$ cat config.mk
export PLATFORM = sky130hd
export DESIGN_NAME = cfg_hdr_parser
export DESIGN_NICKNAME = d
export VERILOG_FILES = /design/src/rtl/cfg_hdr_pkg.sv /design/src/rtl/cfg_hdr_dpath.sv /design/src/rtl/cfg_hdr_ctrl.sv /design/src/rtl/cfg_hdr_parser.sv
export SDC_FILE = /design/constraint.sdc
export NUM_CORES = 1
export LEC_CHECK = 0
export BUFFER_PORTS_ARGS = -buffer_cell sky130_fd_sc_hd__buf_2
export CAP_MARGIN = 20
export CORE_MARGIN = 2
export CORE_UTILIZATION = 59
export CTS_CLUSTER_DIAMETER = 40
export DETAILED_ROUTE_END_ITERATION = 10
export PLACE_DENSITY_LB_ADDON = 0.08
export SLEW_MARGIN = 20
export SYNTH_ARGS = -nofsm -noshare
export SYNTH_HDL_FRONTEND = slang
export SYNTH_HIERARCHICAL = 1
export SYNTH_SLANG_ARGS = --single-unit
$ cat constraint.sdc
create_clock -name clk -period 4.5 [get_ports clk]
set_input_delay 0.45 -clock clk [delete_from_list [all_inputs] [get_ports clk]]
set_output_delay 0.45 -clock clk [all_outputs]
set_load 0.01 [all_outputs]
$ cat src/rtl/cfg_hdr_pkg.sv
package cfg_hdr_pkg;
  localparam int HDR_BYTES = 4;
  localparam int CNT_W     = 24;

  typedef enum logic [2:0] {
    PS_IDLE, PS_SCAN, PS_HDR0, PS_HDR1, PS_HDR2, PS_HDR3, PS_CHECK, PS_DONE
  } parseState_t;

  typedef struct packed {
    logic                 clr;
    logic                 take;
    logic                 capMark;
    logic [HDR_BYTES-1:0] capHdr;
    logic                 setNoStart;
    logic                 setBadHdr;
    logic                 setShort;
    logic                 checkLen;
  } ctlStrobe_t;

  typedef struct packed {
    logic atEnd;
    logic isMarker;
    logic syncOk;
  } dpStatus_t;
endpackage

$ cat src/rtl/cfg_hdr_dpath.sv
module cfg_hdr_dpath
  import cfg_hdr_pkg::*;
#(
  parameter int        LEN_W    = 32,
  parameter logic [7:0] MARKER  = 8'hFF,
  parameter logic [3:0] SYNC_NIB = 4'h2
) (
  input  logic             clk,
  input  logic             rstN,
  input  ctlStrobe_t       stb,
  input  logic [LEN_W-1:0] fileLenIn,
  input  logic [7:0]       byteData,
  output dpStatus_t        status,
  output logic [LEN_W-1:0] dataOffset,
  output logic [CNT_W-1:0] bitCount,
  output logic             errNoStart,
  output logic             errBadHdr,
  output logic             errTooSmall
);
  localparam int SUM_W = LEN_W + 1;

  logic [LEN_W-1:0] lenQ;
  logic [LEN_W-1:0] idxQ;
  logic [LEN_W-1:0] markQ;
  logic [7:0]       hdrQ [HDR_BYTES];
  logic [SUM_W-1:0] endSum;
  logic             tooSmall;

  always_ff @(posedge clk or negedge rstN) begin
    if (!rstN) begin
      lenQ  <= '0;
      idxQ  <= '0;
      markQ <= '0;
    end else if (stb.clr) begin
      lenQ  <= fileLenIn;
      idxQ  <= '0;
      markQ <= '0;
    end else begin
      if (stb.take)    idxQ  <= idxQ + 1'b1;
      if (stb.capMark) markQ <= idxQ;
    end
  end

  for (genvar k = 0; k < HDR_BYTES; k++) begin : g_hdr
    always_ff @(posedge clk or negedge rstN) begin
      if (!rstN)              hdrQ[k] <= '0;
      else if (stb.clr)       hdrQ[k] <= '0;
      else if (stb.capHdr[k]) hdrQ[k] <= byteData;
    end
  end

  // payload length straddles nibble boundaries of the four header bytes
  assign bitCount = {hdrQ[0][3:0], hdrQ[1], hdrQ[2], hdrQ[3][7:4]};

  assign endSum   = SUM_W'(markQ) + SUM_W'(bitCount >> 3);
  assign tooSmall = endSum > SUM_W'(lenQ);

  always_ff @(posedge clk or negedge rstN) begin
    if (!rstN) begin
      errNoStart  <= 1'b0;
      errBadHdr   <= 1'b0;
      errTooSmall <= 1'b0;
    end else if (stb.clr) begin
      errNoStart  <= 1'b0;
      errBadHdr   <= 1'b0;
      errTooSmall <= 1'b0;
    end else begin
      if (stb.setNoStart) errNoStart <= 1'b1;
      if (stb.setBadHdr)  errBadHdr  <= 1'b1;
      if (stb.setShort || (stb.checkLen && tooSmall)) errTooSmall <= 1'b1;
    end
  end

  assign status.atEnd    = idxQ >= lenQ;
  assign status.isMarker = byteData == MARKER;
  assign status.syncOk   = byteData[7:4] == SYNC_NIB;
  assign dataOffset      = markQ;
endmodule

$ cat src/rtl/cfg_hdr_ctrl.sv
module cfg_hdr_ctrl
  import cfg_hdr_pkg::*;
(
  input  logic       clk,
  input  logic       rstN,
  input  logic       startIn,
  input  logic       byteValid,
  input  dpStatus_t  status,
  output ctlStrobe_t stb,
  output logic       byteReady,
  output logic       doneOut
);
  parseState_t stateQ, stateNx;
  logic        finish;
  logic        inParse;

  assign inParse   = stateQ inside {PS_SCAN, PS_HDR0, PS_HDR1, PS_HDR2, PS_HDR3};
  assign byteReady = inParse && !status.atEnd;

  always_comb begin
    stb     = '0;
    stateNx = stateQ;
    finish  = 1'b0;
    if (startIn) begin
      stb.clr = 1'b1;
      stateNx = PS_SCAN;
    end else begin
      unique case (stateQ)
        PS_SCAN: begin
          if (status.atEnd) begin
            stb.setNoStart = 1'b1;
            finish         = 1'b1;
          end else if (byteValid) begin
            stb.take = 1'b1;
            if (status.isMarker) begin
              stb.capMark = 1'b1;
              stateNx     = PS_HDR0;
            end
          end
        end
        PS_HDR0: begin
          if (status.atEnd) begin
            stb.setShort = 1'b1;
            finish       = 1'b1;
          end else if (byteValid) begin
            stb.take = 1'b1;
            if (!status.syncOk) begin
              stb.setBadHdr = 1'b1;
              finish        = 1'b1;
            end else begin
              stb.capHdr[0] = 1'b1;
              stateNx       = PS_HDR1;
            end
          end
        end
        PS_HDR1, PS_HDR2, PS_HDR3: begin
          if (status.atEnd) begin
            stb.setShort = 1'b1;
            finish       = 1'b1;
          end else if (byteValid) begin
            stb.take = 1'b1;
            if (stateQ == PS_HDR1) begin
              stb.capHdr[1] = 1'b1;
              stateNx       = PS_HDR2;
            end else if (stateQ == PS_HDR2) begin
              stb.capHdr[2] = 1'b1;
              stateNx       = PS_HDR3;
            end else begin
              stb.capHdr[3] = 1'b1;
              stateNx       = PS_CHECK;
            end
          end
        end
        PS_CHECK: begin
          stb.checkLen = 1'b1;
          finish       = 1'b1;
        end
        default: ;
      endcase
      if (finish) stateNx = PS_DONE;
    end
  end

  always_ff @(posedge clk or negedge rstN) begin
    if (!rstN) begin
      stateQ  <= PS_IDLE;
      doneOut <= 1'b0;
    end else begin
      stateQ  <= stateNx;
      doneOut <= finish;
    end
  end
endmodule

$ cat src/rtl/cfg_hdr_parser.sv
module cfg_hdr_parser
  import cfg_hdr_pkg::*;
#(
  parameter int LEN_W = 32
) (
  input  logic             clk,
  input  logic             rstN,
  input  logic             startIn,
  input  logic [LEN_W-1:0] fileLen,
  input  logic             byteValid,
  input  logic [7:0]       byteData,
  output logic             byteReady,
  output logic             doneOut,
  output logic [LEN_W-1:0] dataOffset,
  output logic [CNT_W-1:0] bitCount,
  output logic             errNoStart,
  output logic             errBadHdr,
  output logic             errTooSmall
);
  ctlStrobe_t stb;
  dpStatus_t  status;

  cfg_hdr_ctrl u_ctrl (
    .clk       (clk),
    .rstN      (rstN),
    .startIn   (startIn),
    .byteValid (byteValid),
    .status    (status),
    .stb       (stb),
    .byteReady (byteReady),
    .doneOut   (doneOut)
  );

  cfg_hdr_dpath #(.LEN_W(LEN_W)) u_dpath (
    .clk         (clk),
    .rstN        (rstN),
    .stb         (stb),
    .fileLenIn   (fileLen),
    .byteData    (byteData),
    .status      (status),
    .dataOffset  (dataOffset),
    .bitCount    (bitCount),
    .errNoStart  (errNoStart),
    .errBadHdr   (errBadHdr),
    .errTooSmall (errTooSmall)
  );
endmodule

==> results.ini <==
[layout]
finalInstanceArea_um2 = 9619
layoutNonFillerInstCount = 1174
num-fill-cells = 1080
nets = 1113
n_antenna_cell = 0
fin_util = 0.6984
drive_gt1_frac = 0.1791
syn_to_final_growth_pct = 16.70

[timing]
layout_min_cycle_time_ns = 4.291
worst_pin_slew_ns = 0.9897
setup_viol = 0
clock_skew_ns = 0.009324
max-slew-margin-rel = 0.3402
finalHoldViolCount = 0
max_freq_mhz = 233.0
slew_viol_final = 0
fin_crit_sh = 0.9536
tns_ns = 0

[power]
vdd_ir_drop_max_uv = 225.5
seqPwrFrac = 0.423
intPower_uw = 2145
clock_power_share = 0.488
cellLeakagePower_uw = 0.004988
p_switching_uw = 674.8
power_density_nw_per_um2 = 293.1
swShare = 0.2393
comb_power_share = 0.089

[clock_network]
htree_levels = 4
cts_buffers = 17
cts_buffer_depth = 2
cts_tree = yes
numClockSinks = 127
clk_latency_ns = 0.42
clock-root-buffer = clkbuf_16
clkTransAtPathRegs_ns = 0.05
cts_hold_buf = 0

[worst_setup_path]
rr_worst_depth = 18
cp_num_buf_inv = 1
r2r_end = u_dpath/errTooSmall
crit_path_max_incr_delay_ns = 0.41
cp_num_cells = 18
worstSetupPathType = reg -> reg
reg2reg_from = u_dpath/dataOffset[0]
cp-start-kind = flip-flop
critPathSlowestCell = dfrtp_1
required_ns = 4.81
critical_path_arrival_ns = 4.60
crit_path_cell_trace = ha_1 -> inv_1 -> fa_1 -> nand2b_1 -> a21oi_2 -> o2111ai_2 -> a21oi_2 -> o211ai_1 -> a21boi_1 -> xor2_1 -> ha_1 -> a21o_1 -> a21o_1 -> a221oi_4 -> o2111ai_2 -> nand2_1 -> nand4_1 -> a31o_2
crit_fanout = 3
cp_top_family = compound AO/OA/AOI/OAI gates
reg2reg_slack_ns = 0.21
crit_path_end_kind = flip-flop

[placed_design]
portBuffers = 104
gp_congestion = 0.9018
dp.cells = 1140
dpl_cell_area_um2 = 8945
dp_hpwl_um = 15860

[floorplan]
die_y_um = 122.2
ioPinCount = 105
start_util = 0.5985
rows = 43
die_area_um2 = 14930
dieWidth_um = 122.2
core_um2 = 13770

[grt]
antenna_found_initial = 0
track_usage = 0.3014
grt_pass1_vias = 6815
grt-ovfl-total = 0
grt_max_degree = 101
grt_pass1_wl_um = 34640

[detailed_routing]
wl_um = 21700
drc = 0
dr.first_iter.drc_count = 467
avgViaCountPerCell = 5.913
num_vias = 6942
drt_pass1_iterations = 5
routedWlPerCell_um = 18.49
final_antenna_net_count = 0

[yosys]
yosys_most_used_dff = dfrtp_1
syn_area_um2 = 8243
synthArstFlopShare = 1.000
synth_edf_count = 0
syn-num-nets = 1007
ys_seq_elements = 127
synth_cell_types = 70
yosys_warnings = 6
synthCells = 876
seq_area_frac_synth = 0.3855
avgSynthCellArea_um2 = 9.410

[run_status]
outcome = complete, no violations

[min_path]
worstHoldPathType = in -> async

[flow_run]
drv_cap = 0

-- how the worst max path moves through the flow --
stage          slack [ns]                  start                  end
2_1_floorplan        0.39        u_dpath/idxQ[0]     u_dpath/idxQ[31]
3_3_place_gp        -0.32  u_dpath/dataOffset[0]  u_dpath/errTooSmall
3_5_place_dp        -0.42  u_dpath/dataOffset[0]  u_dpath/errTooSmall
4_1_cts             0.008  u_dpath/dataOffset[0]  u_dpath/errTooSmall
5_1_grt            -0.009  u_dpath/dataOffset[1]  u_dpath/errTooSmall
6_report             0.21  u_dpath/dataOffset[0]  u_dpath/errTooSmall
-- routing by layer --
| layer | routed length [um] | up-vias | global-route usage |
|---|---|---|---|
| met2 | 10420 | 252 | 0.4896 |
| met3 | 1251 | 39 | 0.05899 |
| met5 | 0 | - | 0 |
| li1 | - | 3291 | - |
| met4 | 521 | 0 | 0.1056 |
| met1 | 9507 | 3360 | 0.4025 |
-- logic make-up after synthesis --
group           count (synthesis)  synth area share
flops                         127            0.3855
compound gates                174            0.1304
buf+inv                        79           0.04129
simple gates                  295            0.1794
mux                            59           0.07195
xor+xnor                       55           0.05844
fa+ha+maj                      87            0.1330
-- cell usage after synthesis, drive strengths merged (9+ instances only) --
| cell type | number | area share |
|---|---|---|
| mux2i | 57 | 0.069 |
| nand2b | 13 | 0.011 |
| buf | 15 | 0.011 |
| xor2 | 35 | 0.037 |
| and3 | 12 | 0.0093 |
| a21oi | 50 | 0.031 |
| ha | 86 | 0.13 |
| nand2 | 67 | 0.031 |
| xnor2 | 20 | 0.021 |
| dfrtp | 127 | 0.39 |
| nor2 | 120 | 0.055 |
| nand4 | 19 | 0.019 |
| clkbuf | 18 | 0.0094 |
| nor2b | 9 | 0.0071 |
| inv | 45 | 0.020 |
| o21ai | 55 | 0.033 |
| a21o | 24 | 0.022 |
| nand3 | 21 | 0.013 |
-- registers in the layout, summed over array words and instances (netlist names) --
name                 count
u_dpath/errTooSmall      1
u_dpath/idxQ            32
u_ctrl/doneOut           1
u_dpath/lenQ            32
u_dpath/dataOffset      32
u_dpath/errBadHdr        1
u_ctrl/stateQ            3
u_dpath/bitCount        24
u_dpath/errNoStart       1
-- power groups by stage --
stage	sequential [uW]	combinational, uW	clock, uW
floorplan	1200	151	0
global placement	1210	232	0
global route	1200	283	1440
detailed placement	1210	243	0
finish	1190	250	1380
CTS	1190	247	1390
-- final cells by class --
cell class	instances	area [um2]	area share
clock buffers	26	509.2	0.05294
clock inverters	5	77.57	0.008065
inverters	46	172.7	0.01795
multi-input cells	670	4798	0.4988
flip-flops and latches	127	3178	0.3304
well taps	180	225.2	0.02341
repair buffers	120	658.1	0.06842
-- repair_timing --
item,in CTS,in global routing
setup buffers,1,2
setup endpoints to repair,5,13
resized for setup,3,8
pin swaps,1,5
-- layout by cell type (no fill, tap or decap), types with 3 or more instances in the layout --
master,Yosys,layout
a211oi_1,6,6
a21boi_1,6,6
a21o_1,24,24
a21oi_1,49,47
a21oi_2,1,3
a311oi_1,3,3
a31oi_1,3,3
and3_1,11,10
and4_4,3,3
buf_2,3,102
buf_4,2,17
clkbuf_1,17,4
clkbuf_16,0,17
clkbuf_8,1,5
dfrtp_1,127,127
ha_1,86,86
inv_1,45,45
mux2i_1,57,57
nand2_1,66,66
nand2b_1,12,12
nand3_1,20,20
nand4_1,16,16
nor2_1,120,120
nor2b_1,8,8
nor3_1,7,7
o2111ai_2,1,3
o211ai_1,5,5
o21ai_0,53,53
or3_1,4,4
xnor2_1,20,20
xor2_1,35,35
-- metrics by stage --
| step | setup slack, ns | power, uW | hold slack (ns) |
|---|---|---|---|
| after global routing | -0.008981 | 2922 | 0.2199 |
| after floorplan | 0.3890 | 1356 | 0.1544 |
| after global placement | -0.3179 | 1442 | 0.4719 |
| after detailed placement | -0.4182 | 1455 | 0.4818 |
| final | 0.2089 | 2820 | 0.1472 |
| after CTS | 0.008181 | 2829 | 0.1768 |
Power figures use the tool's default switching activity.
